--- config.mk ---
export PLATFORM = sky130hd
export DESIGN_NAME = phys_addr_router
export DESIGN_NICKNAME = d
export VERILOG_FILES = /design/src/rtl/phys_addr_router.sv
export SDC_FILE = /design/constraint.sdc
export NUM_CORES = 1
export LEC_CHECK = 0
export BUFFER_PORTS_ARGS = -buffer_cell sky130_fd_sc_hd__buf_2
export CAP_MARGIN = 20
export CELL_PAD_IN_SITES_DETAIL_PLACEMENT = 1
export CELL_PAD_IN_SITES_GLOBAL_PLACEMENT = 1
export CORE_AREA = 5 5 191 193
export CTS_BUF_LIST = sky130_fd_sc_hd__clkbuf_4 sky130_fd_sc_hd__clkbuf_8
export DETAILED_ROUTE_END_ITERATION = 8
export DIE_AREA = 0 0 196 198
export PLACE_DENSITY_LB_ADDON = 0.1
export SYNTH_ARGS = -nofsm -noshare
export SYNTH_HDL_FRONTEND = slang
export SYNTH_SLANG_ARGS = --single-unit
--- constraint.sdc ---
create_clock -name clk -period 7.8 [get_ports clk]
set_input_delay 1.56 -clock clk [delete_from_list [all_inputs] [get_ports clk]]
set_output_delay 1.56 -clock clk [all_outputs]
set_load 0.02 [all_outputs]
--- src/rtl/phys_addr_router.sv ---
module phys_addr_router #(
  parameter logic [7:0] CPU_ID = 8'd2,
  parameter logic [7:0] DMA_ID = 8'd4,
  parameter int         RAM_AW = 21
) (
  input  logic              clk,
  input  logic              rst_n,
  input  logic              cpu_rd_en,
  input  logic              cpu_wr_en,
  input  logic [31:0]       cpu_addr,
  input  logic [31:0]       cpu_wr_data,
  input  logic [3:0]        cpu_wr_be,
  output logic [31:0]       cpu_rd_data,
  output logic              cpu_rd_valid,
  input  logic              dma_rd_en,
  input  logic [31:0]       dma_rd_addr,
  output logic [31:0]       dma_rd_data,
  output logic              dma_rd_valid,
  output logic              ram_rd_en,
  output logic [RAM_AW-1:0] ram_rd_addr,
  output logic [7:0]        ram_rd_master,
  input  logic [31:0]       ram_rd_data,
  output logic              ram_wr_en,
  output logic [RAM_AW-1:0] ram_wr_addr,
  output logic [31:0]       ram_wr_data,
  output logic [3:0]        ram_wr_be,
  output logic [3:0]        sh_offset,
  output logic [31:0]       sh_wr_data,
  output logic [3:0]        sh_wr_be,
  output logic              dreg_rd_en,
  output logic              dreg_wr_en,
  input  logic [31:0]       dreg_rd_data,
  output logic              aux_rd_en,
  output logic              aux_wr_en,
  input  logic [31:0]       aux_rd_data,
  output logic              cpu_ev_valid,
  output logic [7:0]        cpu_ev_region,
  output logic [7:0]        cpu_ev_master,
  output logic              cpu_ev_write,
  output logic [31:0]       cpu_ev_addr,
  output logic              dma_ev_valid,
  output logic [7:0]        dma_ev_region,
  output logic [7:0]        dma_ev_master,
  output logic [31:0]       dma_ev_addr
);

  localparam logic [7:0]  RGN_NONE  = 8'd0;
  localparam logic [7:0]  RGN_RAM   = 8'd2;
  localparam logic [7:0]  RGN_DREG  = 8'd4;
  localparam logic [7:0]  RGN_AUX   = 8'd5;
  localparam logic [27:0] DREG_PAGE = 28'h1F8_0152;
  localparam logic [27:0] AUX_PAGE  = 28'h1F8_0107;

  function automatic logic [7:0] region_of(input logic [31:0] a);
    if (a[31:RAM_AW] == '0)        return RGN_RAM;
    else if (a[31:4] == DREG_PAGE) return RGN_DREG;
    else if (a[31:4] == AUX_PAGE)  return RGN_AUX;
    else                           return RGN_NONE;
  endfunction

  function automatic logic [RAM_AW-1:0] word_of(input logic [31:0] a);
    return {a[RAM_AW-1:2], 2'b00};
  endfunction

  logic              pend_v;
  logic [31:0]       pend_addr;
  logic              cpu_rv;
  logic [7:0]        cpu_rsel;
  logic              dma_rv;
  logic              dma_rhit;

  logic [7:0]  cpu_rgn, dma_rgn, issue_rgn;
  logic        cpu_ram_rd, dma_ram, cpu_issue, cpu_take_ram;
  logic [31:0] cpu_eff_addr;

  assign cpu_rgn      = region_of(cpu_addr);
  assign dma_rgn      = region_of(dma_rd_addr);
  assign cpu_ram_rd   = cpu_rd_en && cpu_rgn == RGN_RAM;
  assign dma_ram      = dma_rd_en && dma_rgn == RGN_RAM;
  assign cpu_take_ram = pend_v ? !dma_ram : (cpu_ram_rd && !dma_ram);
  assign cpu_issue    = pend_v ? !dma_ram : (cpu_rd_en && !(cpu_ram_rd && dma_ram));
  assign issue_rgn    = pend_v ? RGN_RAM : cpu_rgn;
  assign cpu_eff_addr = pend_v ? pend_addr : cpu_addr;

  assign ram_rd_en     = dma_ram || cpu_take_ram;
  assign ram_rd_addr   = dma_ram ? word_of(dma_rd_addr) : word_of(cpu_eff_addr);
  assign ram_rd_master = dma_ram ? DMA_ID : CPU_ID;

  assign ram_wr_en   = cpu_wr_en && cpu_rgn == RGN_RAM;
  assign ram_wr_addr = word_of(cpu_addr);
  assign ram_wr_data = cpu_wr_data;
  assign ram_wr_be   = cpu_wr_be;

  assign sh_offset  = cpu_addr[3:0];
  assign sh_wr_data = cpu_wr_data;
  assign sh_wr_be   = cpu_wr_be;
  assign dreg_rd_en = cpu_rd_en && !pend_v && cpu_rgn == RGN_DREG;
  assign dreg_wr_en = cpu_wr_en && cpu_rgn == RGN_DREG;
  assign aux_rd_en  = cpu_rd_en && !pend_v && cpu_rgn == RGN_AUX;
  assign aux_wr_en  = cpu_wr_en && cpu_rgn == RGN_AUX;

  always_comb begin
    cpu_rd_data = '0;
    if (cpu_rv) begin
      case (cpu_rsel)
        RGN_RAM:  cpu_rd_data = ram_rd_data;
        RGN_DREG: cpu_rd_data = dreg_rd_data;
        RGN_AUX:  cpu_rd_data = aux_rd_data;
        default:  cpu_rd_data = '0;
      endcase
    end
  end

  assign cpu_rd_valid  = cpu_rv;
  assign dma_rd_valid  = dma_rv;
  assign dma_rd_data   = (dma_rv && dma_rhit) ? ram_rd_data : '0;
  assign cpu_ev_master = CPU_ID;
  assign dma_ev_master = DMA_ID;

  always_ff @(posedge clk or negedge rst_n) begin
    if (!rst_n) begin
      pend_v        <= 1'b0;
      pend_addr     <= '0;
      cpu_rv        <= 1'b0;
      cpu_rsel      <= RGN_NONE;
      dma_rv        <= 1'b0;
      dma_rhit      <= 1'b0;
      cpu_ev_valid  <= 1'b0;
      cpu_ev_region <= RGN_NONE;
      cpu_ev_write  <= 1'b0;
      cpu_ev_addr   <= '0;
      dma_ev_valid  <= 1'b0;
      dma_ev_region <= RGN_NONE;
      dma_ev_addr   <= '0;
    end else begin
      pend_v <= pend_v ? dma_ram : (cpu_ram_rd && dma_ram);
      if (!pend_v) pend_addr <= cpu_addr;
      cpu_rv   <= cpu_issue;
      cpu_rsel <= issue_rgn;
      dma_rv   <= dma_rd_en;
      dma_rhit <= dma_ram;
      cpu_ev_valid  <= cpu_issue || cpu_wr_en;
      cpu_ev_region <= cpu_wr_en ? cpu_rgn : issue_rgn;
      cpu_ev_write  <= cpu_wr_en;
      cpu_ev_addr   <= cpu_wr_en ? cpu_addr : cpu_eff_addr;
      dma_ev_valid  <= dma_rd_en;
      dma_ev_region <= dma_rgn;
      dma_ev_addr   <= dma_rd_addr;
    end
  end

endmodule

==> results of run 1 <==
==> worst paths after layout <==
path,slack [ps],startpoint,end,cells after the start
worst min-delay path,500,pend_addr[13]$_DFF_PN0_,cpu_ev_addr[13]$_DFF_PN0_,1
worst max register to register,5180,pend_v$_DFF_PN0_,cpu_ev_addr[17]$_DFF_PN0_,3
worst min register to register,500,pend_addr[13]$_DFF_PN0_,cpu_ev_addr[13]$_DFF_PN0_,1
max in group asynchronous,5300,rst_n,pend_v$_DFF_PN0_,2
worst max-delay path,2700,dma_rd_addr[30],ram_rd_addr[8],5
min in group asynchronous,1180,rst_n,dma_ev_addr[4]$_DFF_PN0_,1
==> worst reg2reg max path: cells and delay by family, from the launching register on <==
| kind | cells | cell delay [ps] |
|---|---|---|
| buf+inv | 1 | 400 |
| flops | 1 | 1040 |
| mux | 1 | 400 |
| simple gates | 1 | 670 |
==> state kept, by name (all words and copies together), names as in the netlist, 3 cells and up <==
register       count
dma_ev_addr       32
cpu_ev_region      3
cpu_ev_addr       32
pend_addr         32
cpu_rsel           3
dma_ev_region      3
==> area by class of cell <==
| class | count | area (sq um) | area share [%] |
|---|---|---|---|
| Sequential cell | 111 | 2780 | 35.4 |
| Multi-Input combinational cell | 341 | 2460 | 31.3 |
| Timing Repair Buffer | 361 | 1830 | 23.3 |
| Tap cell | 455 | 569 | 7.26 |
| Clock buffer | 12 | 146 | 1.87 |
| Clock inverter | 4 | 47.5 | 0.606 |
| Inverter | 4 | 15.0 | 0.191 |
==> logic make-up after synthesis <==
family                 share of synthesized area, %
buffers and inverters                          18.3
AND/OR/NAND/NOR                                12.7
multiplexers                                   21.3
flip-flops                                     44.6
AO/OA/AOI/OAI                                  3.03
other                                         0.121
==> metal layers <==
| layer | wire length (um) | up-vias | global-route usage [%] |
|---|---|---|---|
| li1 | - | 2291 | - |
| met4 | 380 | 0 | 3.39 |
| met1 | 10600 | 2379 | 15.2 |
| met3 | 2660 | 19 | 5.31 |
| met5 | 0 | - | 0.247 |
| met2 | 13000 | 310 | 22.1 |
==> synth_stat cells <==
cell type / instances / area (sq um)
mux2_4: 19 / 285
nand2b_1: 2 / 12.5
nor4b_1: 2 / 17.5
nand4_1: 2 / 12.5
and2_1: 1 / 6.26
conb_1: 2 / 7.51
or3b_2: 1 / 8.76
nor3_1: 8 / 40.0
nor3b_1: 1 / 7.51
buf_6: 2 / 22.5
buf_4: 133 / 998
nand3b_1: 1 / 7.51
nand3_1: 2 / 10.0
or4_4: 3 / 33.8
nor2_1: 72 / 270
nand2_1: 6 / 22.5
dfrtp_1: 111 / 2780
buf_1: 6 / 22.5
nor4_1: 8 / 50.1
or4b_2: 1 / 10.0
o21ai_0: 1 / 5.00
mux2_2: 64 / 721
inv_1: 4 / 15.0
and4b_1: 1 / 10.0
o21ai_1: 1 / 5.00
nand4b_1: 3 / 26.3
o2bb2ai_1: 1 / 8.76
or2_2: 5 / 31.3
a21oi_1: 34 / 170
and3_1: 33 / 206
mux2i_1: 32 / 320
nor2b_1: 1 / 6.26
clkbuf_1: 22 / 82.6
==> power by group through the flow <==
stage / combinational (mW) / clock, mW / sequential, mW
4_1_cts: 0.207 / 0.390 / 0.610
5_1_grt: 0.221 / 0.411 / 0.613
3_5_place_dp: 0.207 / 0 / 0.621
6_report: 0.202 / 0.363 / 0.609
2_1_floorplan: 0.143 / 0 / 0.644
3_3_place_gp: 0.208 / 0 / 0.620
==> results_dict.tcl, run 1 <==
set metrics [dict create \
    cp_cell_sequence "buf_2, or4_4, or4_4, mux2_4, buf_2" \
    yosys.cell_types.count 33 \
    first_pass_iters 4 \
    synth_cells 585 \
    wl_per_cell_um 20.7 \
    p_per_area_nw_per_um2 150 \
    synth-seq-area-share_pct 44.6 \
    die-area_sq_um 38800 \
    crit_path_end_kind "output pin" \
    critPathKind "primary input to output pin" \
    final_cell_area_sq_um 7840 \
    rows 68 \
    place.port_buffers 353 \
    skew_ps 11.8 \
    wl_um 26600 \
    rsz0062_at_grt "no" \
    antenna_found_initial 2 \
    nFillCells 4100 \
    crit_buf_inv 2 \
    cts_htree_levels 3 \
    syn_area_sq_um 6230 \
    finalMaxSlewViolations 0 \
    grt_overflow_total 0 \
    swShare_pct 28.9 \
    grt_usage_pct 13.0 \
    cp.arrival_ps 3540 \
    maxCapViolations 0 \
    p_clk_share_pct 30.9 \
    fin_setup_tns_ps 0 \
    fin_crit_sh_pct 65.4 \
    final_cell_mix "buf_2 (352), dfrtp_1 (109), nor2_1 (72)" \
    startpoint_type "primary input" \
    vias_per_cell 3.88 \
    hpwl_um 21500 \
    placed_cells 1272 \
    ant_nets 0 \
    vias 4999 \
    drive_gt1_share_pct 57.0 \
    hp-class "register to register" \
    post-route-min-period_ps 5100 \
    grt_pass1_vias 5591 \
    synth_seq_cells 111 \
    start_util_pct 18.1 \
    p_switching_mw 0.339 \
    drt_iter0_drc 109 \
    p_seq_share_pct 51.9 \
    cp_slowest_cell "or4_4" \
    hold_viol 0 \
    cts_resized 0 \
    grt_pass1_wl_um 38200 \
    p_comb_share_pct 17.2 \
    layout_commonest_cell "buf_2" \
    peakVddDrop_mv 0.0910 \
    cp_max_fo 21 \
    pre_cts_slack_ps 2680 \
    status "complete, no violations" \
    insertion_delay_ps 400 \
    place_congestion 0.792 \
    intPower_mw 0.835 \
    cts-buffers-inserted 9 \
    fin_cells 1288 \
    nets 1029 \
    avgSynthCellArea_sq_um 10.7 \
    root_buffer "clkbuf_8" \
    leakage_nw 3.95 \
    cp.required_ps 6240 \
    cpPeakStageDelay_ps 780 \
    synthToLayoutAreaGrowth_pct 25.9 \
    max-slew-margin-rel_pct 33.7 \
    setup_slack_ps 2700 \
    finalSetupViolations 0 \
    grt_max_degree 61 \
    worstMarginPinSlew_ps 994 \
    timing.fmax_mhz 196 \
    diodes 0 \
    dieHeight_um 198 \
    placed_area_sq_um 7650 \
    yosys_warnings 0 \
    cpLargestDelayFamily "simple AND/OR/NAND/NOR gates" \
    die_w_um 196 \
    whs_ps 501 \
    core_sq_um 34400 \
    design.portCount 498 \
    total_power_mw 1.17 \
    drc 0 \
    clockBufferDepth 2 \
    cts_hold_buf 0 \
    clkTransAtPathRegs_ps 110 \
    post_cts_buffers 0 \
    cts.sinks 111 \
    final_core_util_pct 22.8 \
    cts_tree "done" \
]
Note: power is estimated with default switching activity, not from simulation.
==> run 2, diff against run 1 <==
--- a/config.mk
+++ b/config.mk
@@ -5,14 +5,15 @@
 export SDC_FILE = /design/constraint.sdc
 export NUM_CORES = 1
 export LEC_CHECK = 0
+export ABC_AREA = 1
 export BUFFER_PORTS_ARGS = -buffer_cell sky130_fd_sc_hd__buf_2
 export CAP_MARGIN = 20
 export CELL_PAD_IN_SITES_DETAIL_PLACEMENT = 1
 export CELL_PAD_IN_SITES_GLOBAL_PLACEMENT = 1
-export CORE_AREA = 5 5 191 193
+export CORE_AREA = 5 5 190 192
 export CTS_BUF_LIST = sky130_fd_sc_hd__clkbuf_4 sky130_fd_sc_hd__clkbuf_8
 export DETAILED_ROUTE_END_ITERATION = 8
-export DIE_AREA = 0 0 196 198
+export DIE_AREA = 0 0 195 197
 export PLACE_DENSITY_LB_ADDON = 0.1
 export SYNTH_ARGS = -nofsm -noshare
 export SYNTH_HDL_FRONTEND = slang
==> constraint.sdc (replaced) <==
create_clock -name clk -period 4.2 [get_ports clk]
set_input_delay 0.84 -clock clk [delete_from_list [all_inputs] [get_ports clk]]
set_output_delay 0.84 -clock clk [all_outputs]
set_load 0.02 [all_outputs]
==> run 2 against run 1 <==
  * Worst hold slack got worse by 7.2 ps
  * Routed wire length grew 3.3%
  * Critical path depth is 2 higher
  * Setup slack lost 1800 ps
  * Clock power up 96%
  * Core utilization grew 0.41 points
  * Power up 90%
  * Design area increased by 1.3%
  * Area after synthesis rose by 1.9%
  * Register-to-register slack got worse by 3000 ps
  * First-iteration DRC count up 29%
  * Critical endpoint is now cpu_rd_data[18]
  * Largest power group unchanged
  * Highest routed layer is now met5
==> results_dict.tcl, run 2 <==
set metrics [dict create \
    clkTransAtPathRegs_ps 110 \
    cts-buffers-inserted 9 \
    yosys.cell_types.count 25 \
    fin_setup_tns_ps 0 \
    wl_um 27500 \
    vias_per_cell 3.83 \
    status "complete, no violations" \
    drt_iter0_drc 141 \
    layout_commonest_cell "buf_2" \
    avgSynthCellArea_sq_um 7.67 \
    crit_path_end_kind "output pin" \
    synth_cells 828 \
    rrSetupSlack_ps 2180 \
    diodes 0 \
    cts.sinks 111 \
    ant_nets 0 \
    start_util_pct 18.6 \
    wl_per_cell_um 18.0 \
    nets 1273 \
    cts_htree_levels 3 \
    cts_hold_buf 0 \
    synth_seq_cells 111 \
    antenna_found_initial 7 \
    drive_gt1_share_pct 37.3 \
    first_pass_iters 4 \
    placed_cells 1516 \
    post-route-min-period_ps 3300 \
    root_buffer "clkbuf_8" \
    yosysTopAreaCell "dfrtp_1" \
    nFillCells 4292 \
    synth.most_common_cell "inv_1" \
    top_regs "cpu_ev_addr (32), dma_ev_addr (32), pend_addr (32)" \
    synth_area_leaders "dfrtp_1 (44%), buf_4 (16%), inv_1 (9.2%)" \
    finalMaxSlewViolations 0 \
    die_w_um 195 \
    grt_max_degree 61 \
    syn_area_sq_um 6350 \
    reg2reg_depth 5 \
    cts_tree "done" \
    clockBufferDepth 2 \
    synthToLayoutAreaGrowth_pct 25.2 \
    cp_max_fo 17 \
    rows 68 \
    hpwl_um 22500 \
    cp.arrival_ps 2460 \
    rsz0062_at_grt "no" \
    place.port_buffers 353 \
    core_sq_um 34200 \
    hp-start "pend_addr[28]$_DFF_PN0_" \
    synth_edf_count 0 \
    leakage_nw 4.69 \
    final_cell_mix "buf_2 (352), inv_1 (155), nand2_1 (131)" \
    startpoint_type "register" \
    hp-class "register to register" \
    finalSetupViolations 0 \
    skew_ps 10.5 \
    post_cts_buffers 0 \
    grt_usage_pct 13.7 \
    timing.fmax_mhz 303 \
    cts_resized 0 \
    synthTopCellsByCount "inv_1 (155), buf_4 (134), nand2_1 (131), dfrtp_1 (111), nor2_1 (93)" \
    r2r_start "pend_v$_DFF_PN0_" \
    fin_crit_sh_pct 78.7 \
    grt_overflow_total 0 \
    vias 5867 \
    p_per_area_nw_per_um2 281 \
    fin_cells 1532 \
    yosys_warnings 0 \
    insertion_delay_ps 410 \
    synth-seq-area-share_pct 43.8 \
    place_congestion 0.809 \
    critPathKind "register to output pin" \
    grt_pass1_vias 6356 \
    drc 0 \
    dieHeight_um 197 \
    async_flop_share_pct 100 \
    max-slew-margin-rel_pct 41.9 \
    worstMarginPinSlew_ps 871 \
    hold_viol 0 \
    die-area_sq_um 38400 \
    synth_top_area_share_pct 43.8 \
    r2r-end "cpu_ev_addr[19]$_DFF_PN0_" \
    grt_pass1_wl_um 40300 \
    hold_depth 2 \
    hold-path-endpoint "cpu_ev_addr[28]$_DFF_PN0_" \
    cp.required_ps 3360 \
    maxCapViolations 0 \
    synth_ff_type "dfrtp_1" \
    peakVddDrop_mv 0.153 \
    design.portCount 498 \
]
==> run 2: changes by cell type after synthesis, sizes merged, moves of 11 or more <==
cell	change
nor2	+26
mux2i	-32
o21ai	+75
inv	+154
mux2	-83
and3	-32
clkbuf	-11
buf	+12
o22ai	+32
nand2	+127
==> run 2: kinds of logic (layout without fill, tap and decap cells) <==
| kind of cell | Yosys count | count (layout) | share of synthesized area (%) |
|---|---|---|---|
| compound gates | 143 | 143 | 12.7 |
| buf+inv | 322 | 537 | 27.6 |
| flops | 111 | 111 | 43.8 |
| other cells | 2 | 36 | 0.118 |
| simple gates | 250 | 250 | 15.8 |
==> run 2: power breakdown <==
group / switching, mW / leakage [nW] / internal [mW]
Clock: 0.413 / 0.102 / 0.297
Combinational: 0.267 / 3.27 / 0.126
Sequential: 0.0142 / 1.32 / 1.12
Total: 0.694 / 4.69 / 1.54
==> run 2: per-stage QoR <==
stage          instance area [sq um]  setup WS, ps  total power, mW  utilization (%)  hold WS (ps)
5_1_grt                         7950           665             2.37             23.2           486
6_report                        7950           895             2.23             23.2           494
4_1_cts                         7950           805             2.30             23.2           485
3_3_place_gp                    7740          1100             1.55             22.6           468
2_1_floorplan                   6480          1650             1.47                -           453
3_5_place_dp                    7740          1110             1.56             22.6           476
==> run 2: metal layers <==
layer	track usage (%)	part of all wire (%)	vias up
li1	-	-	2829
met1	15.9	41	2678
met2	22.5	46	323
met3	7.45	12	27
met4	2.87	0.99	10
met5	0	0.27	-
==> run 2: layout make-up <==
cell class / count / area, sq um / share of cell area (%)
Inverter: 158 / 593 / 7.46
Sequential cell: 111 / 2780 / 35.0
Multi-Input combinational cell: 429 / 1940 / 24.5
Tap cell: 455 / 569 / 7.16
Clock buffer: 11 / 139 / 1.75
Timing Repair Buffer: 363 / 1860 / 23.4
Clock inverter: 5 / 66.3 / 0.835
==> run 2: worst max-delay path by stage <==
stage / from / end / slack [ps]
2_1_floorplan: cpu_addr[7] / dreg_rd_en / 1650
3_3_place_gp: cpu_addr[11] / aux_wr_en / 1100
3_5_place_dp: cpu_addr[11] / aux_wr_en / 1110
4_1_cts: cpu_rsel[1]$_DFF_PN0_ / cpu_rd_data[18] / 800
5_1_grt: cpu_rsel[1]$_DFF_PN0_ / cpu_rd_data[18] / 670
6_report: cpu_rsel[1]$_DFF_PN0_ / cpu_rd_data[18] / 900
==> run 2: worst max-delay path, cell delays in order (launching register included) <==
cell and delay [ps]:
dfrtp_1 410, inv_1 120, nand3_1 530, buf_4 450
o22ai_1 200, a21oi_1 60, nor2_1 90, buf_2 200
